**src/rtl/cfg_guard_pkg.sv**
```systemverilog
package cfg_guard_pkg;
  localparam int CFG_DW = 32;
  localparam int LANES  = CFG_DW / 8;
  localparam int LANE_W = $clog2(LANES);

  typedef enum logic [1:0] {SZ_BYTE = 2'd0, SZ_WORD = 2'd1, SZ_DWORD = 2'd2, SZ_BAD = 2'd3} acc_size_e;

  // alignment rule for a size at a lane position
  function automatic logic size_aligned(acc_size_e sz, logic [LANE_W-1:0] lane);
    case (sz)
      SZ_BYTE:  return 1'b1;
      SZ_WORD:  return ~lane[0];
      SZ_DWORD: return (lane == '0);
      default:  return 1'b0;
    endcase
  endfunction

  // byte enables covered by an access
  function automatic logic [LANES-1:0] lane_mask(acc_size_e sz, logic [LANE_W-1:0] lane);
    case (sz)
      SZ_BYTE: return LANES'(1) << lane;
      SZ_WORD: return LANES'(3) << lane;
      default: return '1;
    endcase
  endfunction

  // bits kept in a right-justified result
  function automatic logic [CFG_DW-1:0] width_mask(acc_size_e sz);
    case (sz)
      SZ_BYTE: return CFG_DW'(32'h0000_00FF);
      SZ_WORD: return CFG_DW'(32'h0000_FFFF);
      default: return '1;
    endcase
  endfunction
endpackage

```
**src/rtl/cfg_rule_check.sv**
```systemverilog
module cfg_rule_check
  import cfg_guard_pkg::*;
#(
  parameter int OFS_W    = 12,
  parameter int LOW_SPAN = 256
) (
  input  logic             path_mmio,
  input  logic             is_ptr,
  input  acc_size_e        size,
  input  logic [OFS_W-1:0] offset,
  output logic             in_ext,
  output logic             align_ok,
  output logic             path_ok,
  output logic             legal
);
  always_comb begin
    in_ext   = (int'(offset) >= LOW_SPAN);
    align_ok = size_aligned(size, offset[LANE_W-1:0]);
    if (is_ptr)
      path_ok = (size == SZ_DWORD);
    else if (in_ext)
      path_ok = path_mmio && (size == SZ_DWORD);
    else
      path_ok = 1'b1;
    legal = align_ok && path_ok;
  end
endmodule

```
**src/rtl/cfg_lane_align.sv**
```systemverilog
module cfg_lane_align
  import cfg_guard_pkg::*;
(
  input  acc_size_e          size,
  input  logic [LANE_W-1:0]  lane,
  input  logic [CFG_DW-1:0]  wdata_in,
  output logic [LANES-1:0]   be,
  output logic [CFG_DW-1:0]  wdata_out
);
  always_comb begin
    be        = lane_mask(size, lane);
    wdata_out = (wdata_in & width_mask(size)) << (8 * lane);
  end
endmodule

```
**src/rtl/cfg_read_return.sv**
```systemverilog
module cfg_read_return
  import cfg_guard_pkg::*;
(
  input  logic              clk,
  input  logic              rst_n,
  input  logic              rd_good,
  input  logic              rd_bad,
  input  acc_size_e         size,
  input  logic [LANE_W-1:0] lane,
  input  logic [CFG_DW-1:0] rf_rdata,
  output logic              rsp_valid,
  output logic [CFG_DW-1:0] rsp_rdata
);
  logic [CFG_DW-1:0] shifted;
  assign shifted = (rf_rdata >> (8 * lane)) & width_mask(size);

  always_ff @(posedge clk) begin
    if (!rst_n) begin
      rsp_valid <= 1'b0;
      rsp_rdata <= '0;
    end else begin
      rsp_valid <= rd_good || rd_bad;
      if (rd_bad)       rsp_rdata <= '1;
      else if (rd_good) rsp_rdata <= shifted;
    end
  end
endmodule

```
**src/rtl/cfg_width_guard.sv**
```systemverilog
module cfg_width_guard
  import cfg_guard_pkg::*;
#(
  parameter int OFS_W    = 12,
  parameter int LOW_SPAN = 256,
  localparam int ADDR_W  = OFS_W - LANE_W
) (
  input  logic              clk,
  input  logic              rst_n,
  input  logic              req_valid,
  input  logic              req_path,
  input  logic              req_ptr,
  input  logic              req_write,
  input  logic [1:0]        req_size,
  input  logic [OFS_W-1:0]  req_offset,
  input  logic [CFG_DW-1:0] req_wdata,
  input  logic [CFG_DW-1:0] rf_rdata,
  output logic              rf_req,
  output logic              rf_we,
  output logic              rf_ptr_sel,
  output logic [ADDR_W-1:0] rf_dw_addr,
  output logic [LANES-1:0]  rf_be,
  output logic [CFG_DW-1:0] rf_wdata,
  output logic              err,
  output logic              rsp_valid,
  output logic [CFG_DW-1:0] rsp_rdata
);
  acc_size_e         size_in;
  logic              in_ext, align_ok, path_ok, legal;
  logic [LANES-1:0]  be_next;
  logic [CFG_DW-1:0] wd_next;
  logic              accept, reject;

  // held request attributes for the read return stage
  acc_size_e         s1_size;
  logic [LANE_W-1:0] s1_lane;
  logic              s1_rd_good, s1_rd_bad;

  assign size_in = acc_size_e'(req_size);
  assign accept  = req_valid && legal;
  assign reject  = req_valid && !legal;

  cfg_rule_check #(.OFS_W(OFS_W), .LOW_SPAN(LOW_SPAN)) u_rules (
    .path_mmio (req_path),
    .is_ptr    (req_ptr),
    .size      (size_in),
    .offset    (req_offset),
    .in_ext    (in_ext),
    .align_ok  (align_ok),
    .path_ok   (path_ok),
    .legal     (legal)
  );

  cfg_lane_align u_lanes (
    .size      (size_in),
    .lane      (req_offset[LANE_W-1:0]),
    .wdata_in  (req_wdata),
    .be        (be_next),
    .wdata_out (wd_next)
  );

  always_ff @(posedge clk) begin
    if (!rst_n) begin
      rf_req     <= 1'b0;
      rf_we      <= 1'b0;
      rf_ptr_sel <= 1'b0;
      rf_dw_addr <= '0;
      rf_be      <= '0;
      rf_wdata   <= '0;
      err        <= 1'b0;
      s1_size    <= SZ_BYTE;
      s1_lane    <= '0;
      s1_rd_good <= 1'b0;
      s1_rd_bad  <= 1'b0;
    end else begin
      rf_req     <= accept;
      rf_we      <= accept && req_write;
      err        <= reject;
      s1_rd_good <= accept && !req_write;
      s1_rd_bad  <= reject && !req_write;
      if (req_valid) begin
        rf_ptr_sel <= req_ptr;
        rf_dw_addr <= req_offset[OFS_W-1:LANE_W];
        rf_be      <= accept ? be_next : '0;
        rf_wdata   <= wd_next;
        s1_size    <= size_in;
        s1_lane    <= req_offset[LANE_W-1:0];
      end
    end
  end

  cfg_read_return u_ret (
    .clk       (clk),
    .rst_n     (rst_n),
    .rd_good   (s1_rd_good),
    .rd_bad    (s1_rd_bad),
    .size      (s1_size),
    .lane      (s1_lane),
    .rf_rdata  (rf_rdata),
    .rsp_valid (rsp_valid),
    .rsp_rdata (rsp_rdata)
  );
endmodule

```
**config.mk**
```make
export PLATFORM = sky130hd
export DESIGN_NAME = cfg_width_guard
export DESIGN_NICKNAME = d
export VERILOG_FILES = /design/src/rtl/cfg_guard_pkg.sv /design/src/rtl/cfg_rule_check.sv /design/src/rtl/cfg_lane_align.sv /design/src/rtl/cfg_read_return.sv /design/src/rtl/cfg_width_guard.sv
export SDC_FILE = /design/constraint.sdc
export NUM_CORES = 1
export LEC_CHECK = 0
export ABC_AREA = 1
export BUFFER_PORTS_ARGS = -buffer_cell sky130_fd_sc_hd__buf_2
export CAP_MARGIN = 15
export CORE_ASPECT_RATIO = 0.5
export CORE_MARGIN = 8
export CORE_UTILIZATION = 35
export CTS_CLUSTER_DIAMETER = 40
export DETAILED_ROUTE_END_ITERATION = 10
export GPL_TIMING_DRIVEN = 1
export SLEW_MARGIN = 15
export SYNTH_ARGS = -nofsm -noshare
export SYNTH_HDL_FRONTEND = slang
export SYNTH_HIERARCHICAL = 1
export SYNTH_SLANG_ARGS = --single-unit
export TNS_END_PERCENT = 20
```
**constraint.sdc**
```tcl
create_clock -name clk -period 1.6 [get_ports clk]
set_clock_uncertainty 0.15 [all_clocks]
set_input_delay 0.48 -clock clk [delete_from_list [all_inputs] [get_ports clk]]
set_output_delay 0.48 -clock clk [all_outputs]
set_load 0.05 [all_outputs]
```
* Word level (Yosys, flattened, before mapping)
Index checks and enable logic that the tools add are counted.
** Cells by class
- Add/subtract/negate cells :: 0
- Multiply operators :: 0
- Divide/modulo/power cells :: 0
- $lt $le $gt $ge :: 1
- Equality and inequality tests :: 3
- Shifts and indexed selects :: 4
- Muxes and demuxes :: 9
- Bitwise logic cells :: 3
- Reductions and logical operators :: 14
** Operators with widths (number)
- case mux 32 bit (2 select lines) :: 2
- bitwise AND 32 bit :: 2
- two-way mux 32 bit :: 2
- << shifter 32 x 5 -> 32 bit :: 1
- right shift 32 x 5 -> 32 bit :: 1
- >= comparator 12 x 9 -> 1 bit (second input constant) :: 1
- case mux 4 bit (2 select lines) :: 1
- logical AND 1 bit :: 7
- logical NOT 2 bit :: 3
- == test 2 x 1 -> 1 bit (second input constant) :: 2
- two-way mux 4 bit :: 1
- << shifter 1 x 2 -> 4 bit (first input constant) :: 1
- << shifter 2 x 2 -> 4 bit (first input constant) :: 1
- case mux 1 bit (3 select lines) :: 1
- == test 2 bit (second input constant) :: 1
- logical NOT 1 bit :: 2
- two-way mux 1 bit :: 2
- nonzero test 2 bit :: 1
- logical OR 1 bit :: 1
- NOT 1 bit :: 1
** Storage, ports and cells
- Flip-flop bits (word level) :: 89
- Bits in latches :: 0
- RAM bits :: 0
- ROM bits :: 0
- Input port bits :: 84
- Output and inout bits :: 83
- Word-level logic and storage cells :: 47
- Memories kept :: 0

* Depth between registers and ports, before layout
Gate-level depths: netlist of the first run.
- Word-level depth :: 8
- Depth in mapped cells :: 9
- Mapped depth without buffers :: 8

* Cells and area by module
Netlist of the first run, hierarchy kept.
** Modules (own cells, without submodules)
- cfg_width_guard :: times used 1, cells each 230, area an instance 1815.5 sq um, seq. area each 1121.1 sq um
- cfg_read_return :: times used 1, cells each 269, area an instance 1809.2 sq um, seq. area each 660.6 sq um
- cfg_lane_align :: times used 1, cells each 161, area an instance 797.0 sq um, seq. area each 0.0 sq um
- cfg_rule_check :: times used 1, cells each 16, area an instance 76.3 sq um, seq. area each 0.0 sq um

* Least setup slack after synthesis of the first run
No wires, ideal clock.
- Kind :: input to register
- Start :: input port req_size[1]
- End :: register rf_wdata[25]
- Setup time :: 0.115 ns
- Data arrival time :: 1.100 ns
- Required time :: 1.335 ns
- Slack :: 0.235 ns
- Stages on the path :: 8
- Buffers on the path :: 2
- Cells stage by stage :: buf_6 -> buf_6 -> o21ai_1 -> nand2_1 -> nand3_1 -> nand2_1 -> nand2_1 -> nand2_1
** On the way
- Word-level cells in the longest chain between the ends :: 4
- Elaborated cells on any way between the ends :: 5
- Classes of those cells :: 1 x eq/ne; 1 x shift; 1 x mux; 1 x bitwise; 1 x reduce/logical
** RTL lines
- start: declaration :: line cfg_width_guard.sv:14 : input logic [1:0] req_size,
- == test 2 x 1 -> 1 bit or logical NOT 2 bit (tied branches) :: line cfg_guard_pkg.sv:29 : case (sz)
- case mux 32 bit (2 select lines) * :: line cfg_guard_pkg.sv:29
- bitwise AND 32 bit * :: line cfg_lane_align.sv:12 : wdata_out = (wdata_in & width_mask(size)) << (8 * lane);
- << shifter 32 x 5 -> 32 bit * :: line cfg_lane_align.sv:12
- net wd_next[25] :: line cfg_width_guard.sv:31 : logic [CFG_DW-1:0] wd_next;
- end signal: assignment :: line cfg_width_guard.sv:85 : rf_wdata <= wd_next;
- end: declaration :: line cfg_width_guard.sv:23 : output logic [CFG_DW-1:0] rf_wdata,
The timed path passes the listed nets; every way through them passes the cells marked *.
A chain may end at the register's enable or synchronous reset.

* Worst setup path after layout of the first run
- Start :: register u_ret.rsp_rdata[17]
- End :: output port rsp_rdata[17]
** RTL lines
- start: declaration :: line cfg_read_return.sv:12 : output logic [CFG_DW-1:0] rsp_rdata
- start signal: assignment :: line cfg_read_return.sv:24 : else if (rd_good) rsp_rdata <= shifted;
- end: declaration :: line cfg_width_guard.sv:26 : output logic [CFG_DW-1:0] rsp_rdata
No word-level cell between the ends.

==> flow_summary.ini, run 1 <==
[clock_tree]
clk_path_buf_depth = 2
cts_buffers = 9
cts_root_buf = clkbuf_16
clk_pin_slew_worst_paths_ns = 0.07
cts_max_level = 3
insertion_delay_ns = 0.33
cts_tree = built
cts_setup_buffers = 0
cts_sinks = 89

[global_route]
antenna_found_initial = 0
grt_pass1_vias = 4646
grtUsageTotal_pct = 17.34
grt_max_degree = 38
grt_pass1_wl_um = 23670
overflow = 0

[sta]
setup_viol = 0
finalSetupTns_ns = 0
fin_crit_sh_pct = 97.89
setup_ws_ns = 0.03371
relSlewSlack_pct = 73.96
worst_pin_slew_ns = 0.3902
drv_slew = 0
max_freq_mhz = 638.5
period_minus_slack_ns = 1.566
hold_violations = 0

[synthesis]
yosys_warnings = 6
synth_area_mm2 = 0.004487
avgSynthCellArea_um2 = 6.667
syn_inst = 673
syn_nets = 757

[pwr]
p_leak_nw = 3.199
p_per_area_mw_per_mm2 = 999.9
vdd_ir_drop_max_v = 0.0004563

[status]
status = completed

[finish]
syn_to_final_growth_pct = 35.69
fin_nets = 926
n_antenna_cell = 0
layout-drive-gt1-share_pct = 29.28

[floorplanning]
fp.dieW_um = 176.1
rows = 29
dieArea_mm2 = 0.01692
die_h_um = 96.06
core_area_mm2 = 0.01259
start_util_pct = 35.64
io_pins = 167

[routing]
top_layer_used = met4
met1_length_um = 6618
vias = 4785
drtIter0Drc = 366
met2_length_um = 6791
wl_met3_um = 1210
via_per_inst = 4.705
dr.pass1.iters = 4
postRouteAntennaNets = 0
drt_wl_total_um = 14740
drc_errors = 0
wl_per_cell_um = 14.49

[setup_path]
rr_startpoint = s1_size[1]
crit_family = flip-flops
critPathBufInv = 1
cp.required_ns = 0.97
crit_slowest_cell = dfxtp_1
critPathLaunchType = flop
path_class = reg -> out
path_cells = clkbuf_4
worstSetupStartpoint = u_ret/rsp_rdata[17]
cp_slowest_stage_delay_ns = 0.35
end_kind = output pin
arrival_ns = 0.94
crit_fanout = 2

[hold_path]
hp-class = in -> reg
hp-start = req_offset[2]

[run]
cap_violations = 0

[placement]
dpl.hpwl_um = 11210
gp_congestion = 0.8151
dpl_worst_slack_ns = 0.002609
numPortBuffers = 166
-- power by group --
group          internal, mW  leakage (nW)  switching [mW]
Sequential             2.33         0.729          0.0606
Clock                  1.53         0.162           0.895
Combinational         0.419          2.31           0.860
-- sequential cells by signal, summed over array words and instances (netlist names) --
name / cells
s1_rd_good: 1
rf_ptr_sel: 1
u_ret/rsp_rdata: 32
s1_rd_bad: 1
rf_be: 4
u_ret/rsp_valid: 1
rf_dw_addr: 10
err: 1
s1_size: 2
s1_lane: 2
rf_wdata: 32
rf_we: 1
rf_req: 1
-- path summary, 6_finish.rpt --
path / to / slack [ns] / cells past startpoint
setup reg to reg: u_ret/rsp_rdata[11] / 0.22 / 4
setup / recovery: rsp_rdata[17] / 0.03 / 1
hold / removal: rf_dw_addr[0] / 0.18 / 3
hold reg to reg: rf_wdata[0] / 0.29 / 2
-- through the flow --
step                      power, mW  hold slack [ns]  area, um2  cells  util, %
final                         6.087           0.1819       6088   1017    48.36
after global routing          6.376           0.1795       6088   1017    48.36
after CTS                     6.127           0.1695       5953   1017    47.28
after detailed placement      3.678           0.2774       5585   1001    44.36
after global placement        3.671           0.2718       5585   1001    44.36
after floorplan               3.270           0.2695       4487    673        -
-- layer usage --
layer	global-route usage [%]	vias to the layer above
met3	5.560	9
met4	4.415	0
met5	0	-
met2	28.78	149
li1	-	2488
met1	21.69	2139
-- layout make-up --
cell class              instances  area (um2)
clock buffers                   9       225.2
clock inverters                 7       118.9
fillers                      1307        6502
inverters                      40       162.7
multi-input cells             508        2275
flip-flops and latches         89        1783
well taps                     170       212.7
repair buffers                194        1311
-- placed cells by master (no fill, tap or decap), drive strengths merged --
| master | n |
|---|---|
| nand3 | 79 |
| o21ai | 17 |
| nor3 | 1 |
| bufinv | 3 |
| dfxtp | 89 |
| o21a | 1 |
| a21oi | 54 |
| inv | 39 |
| clkinvlp | 2 |
| clkinv | 3 |
| nand2 | 301 |
| nand4 | 12 |
| buf | 145 |
| or2 | 3 |
| nor2 | 40 |
| clkbuf | 58 |
-- repair_timing --
item	4_1_cts	5_1_grt
hold buffers	0	0
gates resized for setup	9	57
endpoints found under the setup margin	8	54
(Power assumes the default switching activity.)
==> run 2: changes to the inputs <==
--- a/config.mk
+++ b/config.mk
@@ -10,10 +10,11 @@
 export CAP_MARGIN = 15
 export CORE_ASPECT_RATIO = 0.5
 export CORE_MARGIN = 8
-export CORE_UTILIZATION = 35
+export CORE_UTILIZATION = 50
 export CTS_CLUSTER_DIAMETER = 40
 export DETAILED_ROUTE_END_ITERATION = 10
 export GPL_TIMING_DRIVEN = 1
+export PLACE_DENSITY = 0.81
 export SLEW_MARGIN = 15
 export SYNTH_ARGS = -nofsm -noshare
 export SYNTH_HDL_FRONTEND = slang
==> flow_summary.ini, run 2 (same netlist as run 1, synthesis figures left out) <==
[status]
status = completed

[placement]
dpl_worst_slack_ns = -0.008246
dpl.hpwl_um = 10130
numPortBuffers = 166
dp_cells = 940
gp_congestion = 0.8696

[global_route]
grtUsageTotal_pct = 21.45
grt_pass1_vias = 4654
overflow = 0
grt_pass1_wl_um = 22270
grt_max_degree = 36
antenna_found_initial = 1

[setup_path]
cp.depth = 1
crit_slowest_cell = dfxtp_1
r2r_end = u_ret/rsp_rdata[9]
rr_startpoint = s1_rd_good
end_kind = output pin
critPathBufInv = 1
cp_slowest_stage_delay_ns = 0.34
endpoint = rf_wdata[24]
reg2regPathDepth = 4
crit_family = flip-flops
critPathLaunchType = flop
crit_fanout = 2
path_cells = buf_2
worstSetupStartpoint = rf_wdata[24]
cp.required_ns = 0.97
ff2ff_setup_slack_ns = 0.19
arrival_ns = 0.94
path_class = reg -> out

[sta]
setup_viol = 0
setup_ws_ns = 0.02978
hold_violations = 0
drv_slew = 0
finalSetupTns_ns = 0
relSlewSlack_pct = 71.01
period_minus_slack_ns = 1.570
fin_crit_sh_pct = 98.14
worst_pin_slew_ns = 0.4343
max_freq_mhz = 636.9

[clock_tree]
cts_max_level = 3
cts_tree = built
clk_pin_slew_worst_paths_ns = 0.07
cts_root_buf = clkbuf_16
clk_path_buf_depth = 2
insertion_delay_ns = 0.33
cts_buffers = 9
cts_setup_buffers = 0
cts_sinks = 89

[run]
cap_violations = 0

[floorplanning]
core_area_mm2 = 0.008708
start_util_pct = 51.52
fp.dieW_um = 150.0
die_h_um = 82.99
rows = 24
dieArea_mm2 = 0.01244
io_pins = 167

[pwr]
p_leak_nw = 3.166
power_mw = 5.780
p_per_area_mw_per_mm2 = 988.8
vdd_ir_drop_max_v = 0.0005257

[hold_path]
hp-class = in -> reg

[routing]
via_per_inst = 5.120
drt_wl_total_um = 13860
wl_per_cell_um = 14.50
vias = 4895
drc_errors = 0
dr.pass1.iters = 5
drtIter0Drc = 297
postRouteAntennaNets = 0

[finish]
fin_nets = 918
fin_cells = 956
largestRegisters = rf_wdata: 32 flops, u_ret/rsp_rdata: 32 flops, rf_dw_addr: 10 flops
syn_to_final_growth_pct = 30.28
layout_commonest_cell = nand2_1
mostFrequentLayoutCells = 297 x nand2_1, 139 x buf_2, 89 x dfxtp_1
n_antenna_cell = 0
layout-drive-gt1-share_pct = 28.49
[run 2: cell types whose count changed in the layout (fill, tap and decap cells not counted), sizes merged]
| cell | delta |
|---|---|
| clkbuf | -23 |
| clkinvlp | -2 |
| bufinv | -2 |
| buf | +17 |
| clkinv | +2 |
[run 2: area by class of cell]
cell class / instances / area, um2
Fill cell: 806 / 2863
Sequential cell: 89 / 1782
Inverter: 40 / 162.7
Clock buffer: 11 / 252.7
Timing Repair Buffer: 186 / 1174
Multi-Input combinational cell: 508 / 2275
Clock inverter: 5 / 53.80
Tap cell: 117 / 146.4
[run 2: how the worst min path moves through the flow]
stage,startpoint,endpoint,depth (start not counted)
3_3_place_gp,rf_dw_addr[6],rf_dw_addr[6],2
4_1_cts,req_offset[7],rf_dw_addr[5],3
2_1_floorplan,s1_size[0],s1_size[0],2
5_1_grt,req_offset[2],rf_dw_addr[0],3
3_5_place_dp,rf_dw_addr[9],rf_dw_addr[9],2
6_report,req_offset[2],rf_dw_addr[0],3
[run 2: metal layers]
| layer | track usage, % | vias up | routed length, um | share of wire (%) |
|---|---|---|---|---|
| li1 | - | 2471 | - | - |
| met1 | 26.48 | 2147 | 5703 | 41 |
| met2 | 35.73 | 252 | 6539 | 47 |
| met3 | 6.331 | 23 | 1397 | 10 |
| met4 | 5.586 | 2 | 212 | 1.5 |
| met5 | 0 | - | 8 | 0.058 |
[run 2: worst register-to-register path: stages, from the launching register on]
cell and delay [ns]:
dfxtp_1 0.35, inv_2 0.14, nor2_2 0.41, nand3_1 0.15, a21oi_1 0.15
[run 2: what timing repair did]
action / in CTS / in global routing
pin swaps: 0 / 0
hold buffers: 0 / 0
endpoints found under the setup margin: 2 / 25
resized for setup: 2 / 26
[run 2: report_power, final]
| part | switching, mW | internal, mW |
|---|---|---|
| combinational | 0.856 | 0.387 |
| sequential | 0.0563 | 2.33 |
| clock | 0.864 | 1.29 |
| total | 1.78 | 4.00 |
[run 2: stage by stage]
stage                     utilization [%]  cell area [um2]  hold slack, ns
final                               67.13             5846          0.1867
after global routing                67.13             5846          0.1825
after CTS                           66.41             5783          0.1780
after detailed placement            62.83             5472          0.2766
after global placement              62.83             5472          0.2735
after floorplan                         -             4487          0.2695
